## config.mk

```make
export PLATFORM = sky130hd
export DESIGN_NAME = rrip_pin_set
export DESIGN_NICKNAME = d
export VERILOG_FILES = /design/src/rtl/rrip_pin_set.sv
export SDC_FILE = /design/constraint.sdc
export NUM_CORES = 1
export LEC_CHECK = 0
export ABC_AREA = 1
export BUFFER_PORTS_ARGS = -buffer_cell sky130_fd_sc_hd__buf_4
export CELL_PAD_IN_SITES_DETAIL_PLACEMENT = 2
export CELL_PAD_IN_SITES_GLOBAL_PLACEMENT = 2
export CORE_MARGIN = 5
export CORE_UTILIZATION = 34
export DETAILED_ROUTE_END_ITERATION = 12
export GPL_TIMING_DRIVEN = 1
export HOLD_SLACK_MARGIN = 0.05
export MAX_ROUTING_LAYER = met4
export PLACE_DENSITY = 0.92
export SYNTH_ARGS = -nofsm -noshare
export SYNTH_HDL_FRONTEND = slang
export SYNTH_SLANG_ARGS = --single-unit
```

## constraint.sdc

```tcl
create_clock -name clk -period 29.9 [get_ports clk]
set_input_delay 0 -clock clk [delete_from_list [all_inputs] [get_ports clk]]
set_output_delay 0 -clock clk [all_outputs]
set_load 0.005 [all_outputs]
```

## src/rtl/rrip_pin_set.sv

```systemverilog
module rrip_pin_set #(
  parameter int WAYS = 16,
  parameter int RW   = 2,
  parameter int SW   = 3
) (
  input  logic                 clk,
  input  logic                 rst_n,
  input  logic                 op_valid,
  input  logic [1:0]           op,
  input  logic [$clog2(WAYS)-1:0] way,
  input  logic [SW-1:0]        stream,
  input  logic                 pin_req,
  input  logic [RW-1:0]        insert_rrpv,
  input  logic [RW-1:0]        promote_rrpv,
  output logic [$clog2(WAYS)-1:0] victim_way,
  output logic                 victim_valid,
  output logic [WAYS*RW-1:0]   rrpv_flat,
  output logic [WAYS-1:0]      pin_flat,
  output logic [WAYS*2-1:0]    tex_flat
);
  localparam int WW = $clog2(WAYS);
  localparam logic [RW-1:0] RMAX = {RW{1'b1}};
  localparam logic [1:0] OP_RD = 2'd0, OP_WR = 2'd1, OP_FILL = 2'd2, OP_VIC = 2'd3;
  localparam logic [SW-1:0] S_COLOR = SW'(1), S_DEPTH = SW'(2), S_BLIT = SW'(3), S_TEX = SW'(4);

  logic [RW-1:0] rrpv_q [WAYS];
  logic [RW-1:0] rrpv_n [WAYS];
  logic [1:0]    tex_q  [WAYS];
  logic [1:0]    tex_n  [WAYS];
  logic [WAYS-1:0] pin_q, pin_n;
  logic [RW-1:0] unp_max, step;
  logic          any_unp, found;
  logic [WW-1:0] vict;
  logic          is_writer, is_tex;

  function automatic logic [RW-1:0] sat_add(input logic [RW-1:0] a, input logic [RW-1:0] b);
    logic [RW:0] s;
    s = {1'b0, a} + {1'b0, b};
    return (s > {1'b0, RMAX}) ? RMAX : s[RW-1:0];
  endfunction

  assign is_writer = (stream == S_COLOR) || (stream == S_DEPTH) || (stream == S_BLIT);
  assign is_tex    = (stream == S_TEX);

  always_comb begin
    any_unp = 1'b0;
    unp_max = '0;
    for (int i = 0; i < WAYS; i++)
      if (!pin_q[i] && rrpv_q[i] >= unp_max) begin
        any_unp = 1'b1;
        unp_max = rrpv_q[i];
      end
    found = 1'b0;
    vict  = '0;
    for (int i = 0; i < WAYS; i++)
      if (!found && !pin_q[i] && rrpv_q[i] == unp_max) begin
        found = 1'b1;
        vict  = WW'(i);
      end
    step = any_unp ? (RMAX - unp_max) : RW'(1);
  end

  always_comb begin
    pin_n = pin_q;
    for (int i = 0; i < WAYS; i++) begin
      rrpv_n[i] = rrpv_q[i];
      tex_n[i]  = tex_q[i];
    end
    if (op_valid) begin
      case (op)
        OP_RD: begin
          rrpv_n[way] = promote_rrpv;
          pin_n[way]  = 1'b0;
          if (is_tex) begin
            if (tex_q[way] == 2'b01) tex_n[way] = 2'b10;
            else if (tex_q[way] == 2'b10) tex_n[way] = 2'b11;
          end
        end
        OP_WR: begin
          rrpv_n[way] = promote_rrpv;
          if (pin_req) pin_n[way] = 1'b1;
          if (is_writer) tex_n[way] = 2'b01;
        end
        OP_FILL: begin
          rrpv_n[way] = insert_rrpv;
          pin_n[way]  = pin_req;
          tex_n[way]  = 2'b00;
        end
        default: begin
          for (int i = 0; i < WAYS; i++)
            rrpv_n[i] = sat_add(rrpv_q[i], step);
        end
      endcase
    end
    for (int i = 0; i < WAYS; i++)
      if (pin_n[i] && rrpv_n[i] == RMAX) begin
        pin_n[i]  = 1'b0;
        rrpv_n[i] = '0;
      end
  end

  always_ff @(posedge clk) begin
    if (!rst_n) begin
      pin_q        <= '0;
      victim_valid <= 1'b0;
      victim_way   <= '0;
      for (int i = 0; i < WAYS; i++) begin
        rrpv_q[i] <= RMAX;
        tex_q[i]  <= 2'b00;
      end
    end else begin
      pin_q <= pin_n;
      for (int i = 0; i < WAYS; i++) begin
        rrpv_q[i] <= rrpv_n[i];
        tex_q[i]  <= tex_n[i];
      end
      if (op_valid && op == OP_VIC) begin
        victim_valid <= any_unp;
        victim_way   <= any_unp ? vict : '0;
      end
    end
  end

  assign pin_flat = pin_q;
  for (genvar g = 0; g < WAYS; g++) begin : g_flat
    assign rrpv_flat[g*RW +: RW] = rrpv_q[g];
    assign tex_flat[g*2 +: 2]    = tex_q[g];

    p_pin_below_max_r6: assert property (@(posedge clk) disable iff (!rst_n)
      pin_q[g] |-> rrpv_q[g] != RMAX);
  end

  p_victim_unpinned_r6: assert property (@(posedge clk) disable iff (!rst_n)
    (victim_valid && $past(op_valid && op == OP_VIC)) |-> (!pin_q[victim_way] && rrpv_q[victim_way] == RMAX));

  p_all_pinned_r7: assert property (@(posedge clk) disable iff (!rst_n)
    (op_valid && op == OP_VIC && (&pin_q)) |=> !victim_valid);

  p_read_unpins_r2: assert property (@(posedge clk) disable iff (!rst_n)
    (op_valid && op == OP_RD) |=> !pin_q[$past(way)]);

  p_fill_tex_r4: assert property (@(posedge clk) disable iff (!rst_n)
    (op_valid && op == OP_FILL) |=> tex_q[$past(way)] == 2'b00);

  p_idle_hold_r10: assert property (@(posedge clk) disable iff (!rst_n)
    !op_valid |=> ($stable(victim_way) && $stable(victim_valid) && $stable(pin_q)));
endmodule

```

==> results of run 1 <==
## metrics by stage
| stage | hold slack, ns | area (um^2) | total power (uW) | worst slack, ns |
|---|---|---|---|---|
| floorplan | 0.211 | 7590 | 264 | 15.26 |
| global placement | 0.411 | 8580 | 317 | 13.81 |
| detailed placement | 0.414 | 8580 | 335 | 12.25 |
| CTS | 0.114 | 8900 | 471 | 11.14 |
| global route | 0.132 | 8900 | 499 | 9.22 |
| finish | 0.130 | 8900 | 473 | 10.90 |
## layer usage
layer  vias to the layer above  track usage  wire length, um
met4                         0        0.138             1860
met1                      4744        0.340            15400
met3                       152       0.0533             2060
met5                         -            -                0
met2                       360        0.516            19000
li1                       4168            -                -
## Yosys cell counts, types with 9 or more instances
| master | count | area, um^2 |
|---|---|---|
| clkbuf_1 | 39 | 146 |
| nand2_2 | 10 | 62.6 |
| fa_1 | 16 | 320 |
| a211oi_1 | 19 | 143 |
| a21oi_1 | 26 | 130 |
| nor2_1 | 80 | 300 |
| a22oi_1 | 19 | 143 |
| nand2_1 | 249 | 935 |
| nand3_2 | 9 | 90.1 |
| nand3_1 | 71 | 355 |
| o221ai_1 | 25 | 219 |
| ha_1 | 40 | 500 |
| o21ai_0 | 174 | 871 |
| inv_1 | 198 | 743 |
| dfxtp_1 | 85 | 1700 |
| nor3_1 | 42 | 210 |
| o22ai_1 | 14 | 87.6 |
## cell families (layout without fill, tap and decap cells)
| group | Yosys count | after routing |
|---|---|---|
| simple gates | 478 | 478 |
| compound gates | 317 | 317 |
| buf+inv | 249 | 332 |
| flops | 85 | 85 |
| fa+ha+maj | 56 | 56 |
| xor+xnor | 8 | 8 |
## worst reg2reg max path, delay by kind of cell (launching register included)
family          cells  cell delay [ns]
buf+inv            31             2.45
flops               1             0.44
fa+ha+maj          16             4.45
compound gates     18             3.49
simple gates       65             7.96
## final cells by class
cell class	instances	share of cell area
clock buffer	10	0.0269
clock inverter	6	0.00858
inverter	208	0.0878
multi-input combinational	859	0.555
sequential	85	0.191
tap	280	0.0394
timing repair buffer	108	0.0911
## path summary, 6_finish.rpt
path / to / slack [ns] / depth (start not counted)
hold reg to reg: victim_way[0]$_SDFFE_PN0P_ / 0.47 / 2
setup / recovery: rrpv_q[0][19]$_SDFF_PN1_ / 10.90 / 130
hold / removal: rrpv_q[0][14]$_SDFF_PN1_ / 0.13 / 2
setup reg to reg: rrpv_q[0][19]$_SDFF_PN1_ / 10.90 / 130
## placed cells by master, fill, tap and decap left out, types with 3 or more instances in the layout
cell       Yosys  routed
xor2_1         8       8
o311ai_0       8       8
a21oi_1       26      26
a211oi_1      19      19
clkbuf_16      0       9
a221oi_1       5       5
o221ai_1      25      25
inv_1        198     198
dfxtp_1       85      85
a22oi_1       19      19
nand3_1       71      71
buf_4          0     108
a31oi_1        8       8
nor2_1        80      80
a21oi_2        5       5
nand4_1        5       5
ha_1          40      40
nand2_1      249     249
nand4_2        5       5
nand2_2       10      10
o22ai_1       14      14
inv_2          7       7
clkinv_1       3       3
fa_1          16      16
nor3_1        42      42
nand3_2        9       9
nor2_4         3       3
o21ai_0      174     174
## power by group
group / internal (uW) / switching, uW / total, uW
Sequential: 119 / 11.6 / 130
Combinational: 65.2 / 148 / 214
Clock: 68.8 / 60.1 / 129
Total: 253 / 220 / 473
==> results.sh, run 1 <==
export IMPL_outcome="finished clean"
export IMPL_worst_path_most_repeated_cell="nand2_1"
export IMPL_min_period_ns=19.00
export IMPL_crit_start="rrpv_q[0][1]$_SDFF_PN1_"
export IMPL_maxSlewViolCount=0
export IMPL_arrival_ns=19.19
export IMPL_cp_start_kind="register"
export IMPL_final_util=0.406
export IMPL_setup_viol=0
export IMPL_cpPeakStageDelay_ns=0.72
export IMPL_root_buffer="clkbuf_16"
export IMPL_die_x_um=159
export IMPL_critPathMaxFanout=21
export IMPL_h_tree_depth=3
export IMPL_netlist_area_um2=7590
export IMPL_tritoncts="done"
export IMPL_nFillCells=2711
export IMPL_post_route_period_util=0.635
export IMPL_dp_cells=1540
export IMPL_wl_per_cell_um=24.6
export IMPL_clock_fmax_mhz=52.6
export IMPL_grt_pass1_vias=10592
export IMPL_cp_required_ns=30.09
export IMPL_postCtsHoldBufs=0
export IMPL_syn_nets=1266
export IMPL_grt_first_pass_wirelength_um=60000
export IMPL_cts_resized=0
export IMPL_synth_avg_cell_area_um2=6.36
export IMPL_finalHoldViolCount=0
export IMPL_dr_pass1_iters=6
export IMPL_post_cts_buffers=0
export IMPL_grt_antenna_before_repair=0
export IMPL_synth_edff_count=0
export IMPL_clk_latency_ns=0.37
export IMPL_p_per_area_nw_per_um2=53.2
export IMPL_drt_wl_total_um=38300
export IMPL_synth_compound_area_frac=0.255
export IMPL_cp_top_family="simple AND/OR/NAND/NOR gates"
export IMPL_clkSlewWorstSetupHoldPaths_ns=0.08
export IMPL_synth_xor_area_share=0.00923
export IMPL_cts_sinks=85
export IMPL_die_h_um=159
export IMPL_ys_seq_area_frac=0.224
export IMPL_async_flop_share=0
export IMPL_hp_start="rst_n"
export IMPL_critPathBufInv=31
export IMPL_endpoint_kind="register"
export IMPL_syn_inst=1193
export IMPL_multiInputGateArea_um2=4940
export IMPL_cp_slowest_cell="or2_2"
export IMPL_grt_use_total=0.301
export IMPL_grt_overflow=0
export IMPL_postRouteAntennaNets=0
export IMPL_yosys_warnings=0
export IMPL_leakagePower_uw=0.00405
export IMPL_max_slew_margin_rel=0.169
export IMPL_yosysUniqueCellTypes=43
export IMPL_via_count=9424
export IMPL_fin_worst_skew_ns=0.00717
export IMPL_regArea_um2=1700
export IMPL_synthMuxAreaShare=0
export IMPL_vias_per_cell=6.06
export IMPL_tns_ns=0
export IMPL_irDropWorstVdd_v=0.0000241
export IMPL_drc_errors=0
export IMPL_ys_ff_latch=85
export IMPL_nNetsFinal=1344
export IMPL_area_growth_pct=17.2
export IMPL_drive_gt1_frac=0.134
export IMPL_worst_pin_slew_ns=1.24
export IMPL_crit_type="reg -> reg"
export IMPL_maxCapViolations=0
export IMPL_start_util=0.347
export IMPL_num_antenna_cells=0
export IMPL_numPortBuffers=101
export IMPL_instances_no_fill=1556
export IMPL_synthSimpleGateAreaFrac=0.278
export IMPL_synth_fa_ha_area_frac=0.108
export IMPL_dpl_hpwl_um=26900
export IMPL_synth_top_family_by_area="simple AND/OR/NAND/NOR gates"
export IMPL_grt_start_max_net_pins=50
export IMPL_drt_iter0_drc=555
export IMPL_clockBufferDepth=2
export IMPL_rsz0062_at_grt="no"
export IMPL_worstHoldPathType="in -> reg"
export IMPL_synthFlopType="dfxtp_1"
export IMPL_gp_congestion=0.884
export IMPL_numCtsBuffers=9
export IMPL_reg2reg_from="rrpv_q[0][1]$_SDFF_PN1_"
export IMPL_coreArea_um2=21900
export IMPL_rows=54
export IMPL_io_pins=102
export IMPL_dieArea_um2=25400
Note: power is estimated with default switching activity, not from simulation.
==> inputs of run 2 (changes only) <==
ABC_AREA = 0   (was 1)
CORE_UTILIZATION = 35   (was 34)
PLACE_DENSITY = 0.89   (was 0.92)
clock period = 18.6 ns   (was 29.9 ns; I/O delays follow)
==> run 2 against run 1 <==
The flow now stops in global routing. Synthesized area is 12% higher. Synthesized cell count shrank 2.8%.
==> results.sh, run 2 <==
export IMPL_grt_antenna_before_repair=1
export IMPL_outcome="did not finish"
export IMPL_dpl_hpwl_um=32600
export IMPL_synth_edff_count=0
export IMPL_numCtsBuffers=9
export IMPL_synth_common_cells="nand2_1, o21ai_0, nor2_1, dfxtp_1, a21oi_1"
export IMPL_syn_inst=1159
export IMPL_synth_avg_cell_area_um2=7.36
export IMPL_grt_start_max_net_pins=84
export IMPL_io_pins=102
export IMPL_die_x_um=166
export IMPL_postCtsHoldBufs=0
export IMPL_h_tree_depth=3
export IMPL_gp_congestion=0.913
export IMPL_die_h_um=166
export IMPL_root_buffer="clkbuf_16"
export IMPL_place_ws_ns=-2.53
export IMPL_post_synth_top_count_cell="nand2_1"
export IMPL_grt_overflow=269
export IMPL_synthFlopType="dfxtp_1"
export IMPL_synth_area_leader_cell="dfxtp_1"
export IMPL_ys_ff_latch=85
export IMPL_start_util=0.353
export IMPL_yosysUniqueCellTypes=92
export IMPL_worst_endpoint="rrpv_q[0][8]$_SDFF_PN1_/D"
export IMPL_syn_nets=1232
export IMPL_grt_use_total=0.859
export IMPL_yosys_warnings=0
export IMPL_worst_ep_kind="sequential cell input"
export IMPL_rows=57
export IMPL_numPortBuffers=101
export IMPL_async_flop_share=0
export IMPL_netlist_area_um2=8530
export IMPL_ys_seq_area_frac=0.199
export IMPL_synth_top_area_share=0.199
export IMPL_cts_sinks=85
export IMPL_synth_area_leaders="dfxtp_1, o21ai_0, nand2_1"
export IMPL_clockBufferDepth=2
export IMPL_lastStage="global routing"
export IMPL_stop_error="[ERROR GRT-0232] Routing congestion too high. Check the congestion heatmap in the GUI."
## run 2: cell families after synthesis
kind of cell | after synthesis | synth area share
mux | 52 | 0.0774
buf+inv | 133 | 0.0629
xor+xnor | 16 | 0.0164
flops | 85 | 0.199
compound gates | 375 | 0.291
simple gates | 440 | 0.254
fa+ha+maj | 58 | 0.0990
## run 2: metrics by stage
stage               std cells  hold WS [ns]  area [um^2]  TNS, ns   util
floorplan                1159         0.290         8540        0      -
global placement         1631         0.410        10300    -8.91  0.427
detailed placement       1631         0.422        10300  -122.65  0.427
CTS                      1740         0.181        12600   -27.23  0.522
## run 2: routing by layer
layer / GRT usage / GRT overflow
met5: - / -
met4: 0.853 / 101
met3: 0.736 / 6
met2: 0.959 / 159
met1: 0.854 / 3
## run 2: repair_timing
action,in CTS
gates cloned,2
resized for setup,275
endpoints found under the setup margin,53
setup buffers,94
pin swaps,135
==> inputs of run 3 (changes only) <==
CELL_PAD_IN_SITES_DETAIL_PLACEMENT = unset   (was 2)
CELL_PAD_IN_SITES_GLOBAL_PLACEMENT = unset   (was 2)
CORE_UTILIZATION = 30   (was 35)
HOLD_SLACK_MARGIN = unset   (was 0.05)
MAX_ROUTING_LAYER = unset   (was met4)
PLACE_DENSITY = unset   (was 0.89)
PLACE_DENSITY_LB_ADDON = 0.15   (was unset)
==> run 3 against run 2 <==
The flow now finishes, with violations (setup timing). Synthesized cell count unchanged. Synthesized area unchanged.
==> results.sh, run 3 <==
export IMPL_async_flop_share=0
export IMPL_final_common_cell="buf_4"
export IMPL_yosysUniqueCellTypes=92
export IMPL_gr_max_usage_layer="met2"
export IMPL_dr_pass1_iters=5
export IMPL_clk_latency_ns=0.36
export IMPL_num_antenna_cells=0
export IMPL_die_h_um=179
export IMPL_postCtsHoldBufs=0
export IMPL_syn_inst=1159
export IMPL_grt_use_total=0.226
export IMPL_post_route_period_util=1.00
export IMPL_via_count=9881
export IMPL_synth_edff_count=0
export IMPL_drc_errors=0
export IMPL_start_util=0.305
export IMPL_grt_start_max_net_pins=84
export IMPL_synth_area_leaders="dfxtp_1, o21ai_0, nand2_1"
export IMPL_seqPwrFrac=0.243
export IMPL_power_frac_clock=0.238
export IMPL_grt_antenna_before_repair=0
export IMPL_design_area_um2=12500
export IMPL_crit_type="reg -> reg"
export IMPL_leakagePower_uw=0.00530
export IMPL_place_ws_ns=-1.03
export IMPL_synthFlopType="dfxtp_1"
export IMPL_p_per_area_nw_per_um2=70.8
export IMPL_multiInputGateArea_um2=7140
export IMPL_placed_area_um2=10400
export IMPL_ys_seq_area_frac=0.199
export IMPL_worstHoldPathType="in -> reg"
export IMPL_cpPeakStageDelay_ns=0.46
export IMPL_die_x_um=179
export IMPL_outcome="complete, but fails checks"
export IMPL_violations="setup timing"
export IMPL_drt_iter0_drc=686
export IMPL_drt_wl_total_um=37200
export IMPL_synth_common_cells="nand2_1, o21ai_0, nor2_1, dfxtp_1, a21oi_1"
export IMPL_irDropWorstVdd_v=0.0000359
export IMPL_synth_area_leader_cell="dfxtp_1"
export IMPL_rsz0062_at_grt="yes"
export IMPL_postRouteAntennaNets=0
export IMPL_regArea_um2=1710
export IMPL_area_growth_pct=46.3
export IMPL_synth_top_area_share=0.199
export IMPL_setup_ws_ns=-0.0175
export IMPL_setup_viol=1
export IMPL_h_tree_depth=3
export IMPL_netlist_area_um2=8530
export IMPL_drive_gt1_frac=0.353
export IMPL_critPathMaxFanout=5
export IMPL_worst_pin_slew_ns=1.29
export IMPL_ys_ff_latch=85
export IMPL_dieArea_um2=31900
export IMPL_vias_per_cell=5.46
export IMPL_yosys_warnings=0
export IMPL_finalHoldViolCount=0
export IMPL_use_met2=0.371
export IMPL_grt_first_pass_wirelength_um=55900
export IMPL_gp_congestion=0.890
export IMPL_nNetsFinal=1501
export IMPL_cp_start_kind="register"
export IMPL_fin_worst_skew_ns=0.0137
export IMPL_maxSlewViolCount=0
export IMPL_maxCapViolations=0
export IMPL_numCtsBuffers=9
export IMPL_numPortBuffers=101
export IMPL_endpoint_kind="register"
export IMPL_clock_fmax_mhz=53.7
export IMPL_p_switching_uw=340
export IMPL_clockBufferDepth=2
export IMPL_grt_use_met1=0.304
export IMPL_grtUsageMet3=0.0422
export IMPL_max_slew_margin_rel=0.130
export IMPL_tns_ns=-0.0175
export IMPL_combPwrFrac=0.519
export IMPL_grt_overflow=0
export IMPL_nFillCells=2803
export IMPL_worst_path_most_repeated_cell="nand2b_4"
export IMPL_intPower_uw=544
export IMPL_grt_pass1_vias=9631
export IMPL_final_cell_mix="buf_4, nand2_1, nor2_1, o21ai_0, dfxtp_1"
export IMPL_wl_per_cell_um=20.5
export IMPL_rows=61
export IMPL_cts_sinks=85
export IMPL_root_buffer="clkbuf_16"
export IMPL_p_sw_frac=0.384
export IMPL_post_synth_top_count_cell="nand2_1"
export IMPL_arrival_ns=18.85
export IMPL_clkSlewWorstSetupHoldPaths_ns=0.07
export IMPL_io_pins=102
export IMPL_cp_required_ns=18.84
export IMPL_synth_avg_cell_area_um2=7.36
export IMPL_min_period_ns=18.62
export IMPL_cp_slowest_cell="or4b_4"
export IMPL_dpl_hpwl_um=25000
export IMPL_coreArea_um2=27900
export IMPL_syn_nets=1232
export IMPL_tritoncts="done"
## run 3: cell counts after synthesis
Identical to the previous run, type by type.
## run 3: through the flow
step	instances	util	total power [uW]	hold slack, ns
floorplan	1159	-	416	0.290
global placement	1686	0.373	558	0.410
detailed placement	1686	0.373	559	0.415
CTS	1782	0.419	832	0.156
global route	1810	0.447	933	0.220
finish	1810	0.447	884	0.184
## run 3: final cells by class
class                      instances  share of cell area
multi-input combinational        942               0.572
timing repair inverter             1            0.000702
clock buffer                       9              0.0180
inverter                          63              0.0204
tap                              378              0.0379
sequential                        85               0.137
clock inverter                     6             0.00752
timing repair buffer             326               0.207
## run 3: per-layer routing
metal  vias up  share of wire
li1       4740              -
met1      4773           0.45
met2       317           0.47
met3        51          0.059
met4         0          0.021
met5         -              0
## run 3: worst max-delay path, delay by kind of cell, from the launching register on
family	cells	cell delay, ns
AOI/OAI and AO/OA	32	5.96
buffers and inverters	5	0.60
DFF	1	0.36
adders and majority gates	17	4.56
and+or+nand+nor	41	5.27
muxes	5	1.70
## run 3: cells by family (layout without fill, tap and decap cells)
family / Yosys count / in the layout / synth area share
compound gates: 375 / 375 / 0.291
xor+xnor: 16 / 16 / 0.0164
fa+ha+maj: 58 / 58 / 0.0990
buf+inv: 133 / 405 / 0.0629
flops: 85 / 85 / 0.199
mux: 52 / 52 / 0.0774
simple gates: 440 / 441 / 0.254
## run 3: path summary, 6_finish.rpt
path	startpoint	endpoint	slack, ns	cells after the start
max	pin_flat[0]$_SDFF_PP0_	victim_way[1]$_SDFFE_PN0P_	-0.02	100
min	rst_n	rrpv_q[0][28]$_SDFF_PN1_	0.18	2
max reg2reg	pin_flat[0]$_SDFF_PP0_	victim_way[1]$_SDFFE_PN0P_	-0.02	100
min reg2reg	victim_valid$_SDFFE_PN0P_	victim_valid$_SDFFE_PN0P_	0.47	2
## run 3: repair_timing
action,in CTS,in global routing
cloned,3,0
pin swaps,46,132
gates resized for setup,67,133
endpoints found under the setup margin,53,53
setup buffers,78,32
## run 3: power by group through the flow
stage	Sequential [uW]	Combinational [uW]	Clock [uW]
2_1_floorplan	207	210	0
3_3_place_gp	217	341	0
3_5_place_dp	217	342	0
4_1_cts	213	407	213
5_1_grt	216	499	219
6_report	215	459	210
==> inputs of run 4 (changes only) <==
ABC_AREA = 1   (was 0)
==> run 4 against run 3 <==
The run now ends clean. Register-to-register slack improved by 2.1 ns. Power fell by 21%. Core utilization fell by 8.9 points. Sequential power fell by 3%. Flip-flop and latch count did not move. Clock skew fell by 0.0038 ns. Clock-buffer cell count rose by 2. Sequential share of layout area rose by 5.3 points. Critical path depth rose by 38. Final area fell by 28%. Hold slack got worse by 0.096 ns.
==> results.sh, run 4 (same netlist as run 1, synthesis figures left out) <==
export IMPL_nNetsFinal=1346
export IMPL_grt_use_total=0.198
export IMPL_fin_worst_skew_ns=0.00990
export IMPL_grt_pass1_vias=7877
export IMPL_grt_first_pass_wirelength_um=44700
export IMPL_die_h_um=169
export IMPL_place_ws_ns=2.10
export IMPL_wl_per_cell_um=17.8
export IMPL_endpoint_kind="register"
export IMPL_vias_per_cell=5.20
export IMPL_post_cts_buffers=0
export IMPL_via_count=8369
export IMPL_outcome="finished clean"
export IMPL_leakagePower_uw=0.00404
export IMPL_maxSlewViolCount=0
export IMPL_arrival_ns=16.83
export IMPL_final_common_cell="nand2_1"
export IMPL_area_growth_pct=18.2
export IMPL_maxCapViolations=0
export IMPL_instances_no_fill=1608
export IMPL_grt_overflow=0
export IMPL_cp_required_ns=18.88
export IMPL_rows=58
export IMPL_finalHoldViolCount=0
export IMPL_tritoncts="done"
export IMPL_tns_ns=0
export IMPL_numCtsBuffers=9
export IMPL_rsz0062_at_grt="no"
export IMPL_gp_congestion=0.857
export IMPL_num_antenna_cells=0
export IMPL_cp_slowest_cell="dfxtp_1"
export IMPL_crit_type="reg -> reg"
export IMPL_dpl_hpwl_um=20800
export IMPL_dp_cells=1592
export IMPL_postCtsHoldBufs=0
export IMPL_postRouteAntennaNets=0
export IMPL_drc_errors=0
export IMPL_cp_start_kind="register"
export IMPL_drive_gt1_frac=0.136
export IMPL_min_period_ns=16.55
export IMPL_cpPeakStageDelay_ns=0.41
export IMPL_drt_wl_total_um=28600
export IMPL_clkSlewWorstSetupHoldPaths_ns=0.07
export IMPL_worst_pin_slew_ns=0.854
export IMPL_reg2reg_from="rrpv_q[0][1]$_SDFF_PN1_"
export IMPL_worst_path_most_repeated_cell="nand2_1"
export IMPL_critPathMaxFanout=21
export IMPL_coreArea_um2=25000
export IMPL_crit_start="rrpv_q[0][1]$_SDFF_PN1_"
export IMPL_cts_resized=0
export IMPL_grt_antenna_before_repair=0
export IMPL_post_route_period_util=0.890
export IMPL_clk_latency_ns=0.36
export IMPL_setup_ws_ns=2.05
export IMPL_grt_start_max_net_pins=50
export IMPL_io_pins=102
export IMPL_die_x_um=169
export IMPL_max_slew_margin_rel=0.431
export IMPL_hp_start="rst_n"
export IMPL_setup_viol=0
export IMPL_h_tree_depth=3
export IMPL_start_util=0.303
export IMPL_dr_pass1_iters=5
export IMPL_worstHoldPathType="in -> reg"
export IMPL_clock_fmax_mhz=60.4
export IMPL_numPortBuffers=101
export IMPL_clockBufferDepth=2
export IMPL_irDropWorstVdd_v=0.0000400
export IMPL_final_cell_mix="nand2_1, inv_1, o21ai_0, buf_4, dfxtp_1"
export IMPL_design_area_um2=8970
export IMPL_holdWs_ns=0.0881
export IMPL_dieArea_um2=28600
export IMPL_cts_sinks=85
export IMPL_placed_area_um2=8660
export IMPL_root_buffer="clkbuf_16"
export IMPL_nFillCells=2735
export IMPL_p_per_area_nw_per_um2=78.1
export IMPL_drt_iter0_drc=758
run 4: area by class of cell:
| class | count | area, um^2 | share of cell area |
|---|---|---|---|
| multi-input combinational | 859 | 4940 | 0.551 |
| sequential | 85 | 1700 | 0.190 |
| timing repair buffer | 110 | 826 | 0.0921 |
| inverter | 208 | 785 | 0.0875 |
| tap | 330 | 413 | 0.0460 |
| clock buffer | 11 | 243 | 0.0271 |
| clock inverter | 5 | 58.8 | 0.00656 |
run 4: layer usage:
metal	share of wire	wire length, um	GRT usage
met4	0.019	555	0.0525
met3	0.056	1610	0.0252
met2	0.45	12900	0.317
met1	0.47	13500	0.282
met5	0	0	0
run 4: critical path: cells and delay by family, from the launching register on:
| kind | cells | cell delay [ns] |
|---|---|---|
| AOI/OAI and AO/OA | 19 | 2.83 |
| adders and majority gates | 15 | 3.84 |
| buffers and inverters | 32 | 2.33 |
| DFF | 1 | 0.41 |
| and+or+nand+nor | 72 | 6.97 |
run 4: stage by stage:
step	total power [uW]	utilization
finish	701	0.358
global route	757	0.358
CTS	705	0.358
detailed placement	509	0.346
global placement	505	0.346
floorplan	424	-
run 4: path summary, 6_finish.rpt:
check / endpoint / slack, ns / cells after the start
setup / recovery: victim_way[1]$_SDFFE_PN0P_ / 2.05 / 138
hold / removal: rrpv_q[0][6]$_SDFF_PN1_ / 0.09 / 2
setup reg to reg: victim_way[1]$_SDFFE_PN0P_ / 2.05 / 138
hold reg to reg: victim_way[2]$_SDFFE_PN0P_ / 0.47 / 2
run 4: power by group:
part | leakage, uW | total, uW | switching (uW) | internal, uW
Clock | 0.000142 | 193 | 85.2 | 108
Combinational | 0.00321 | 299 | 197 | 102
Sequential | 0.000693 | 208 | 16.7 | 191
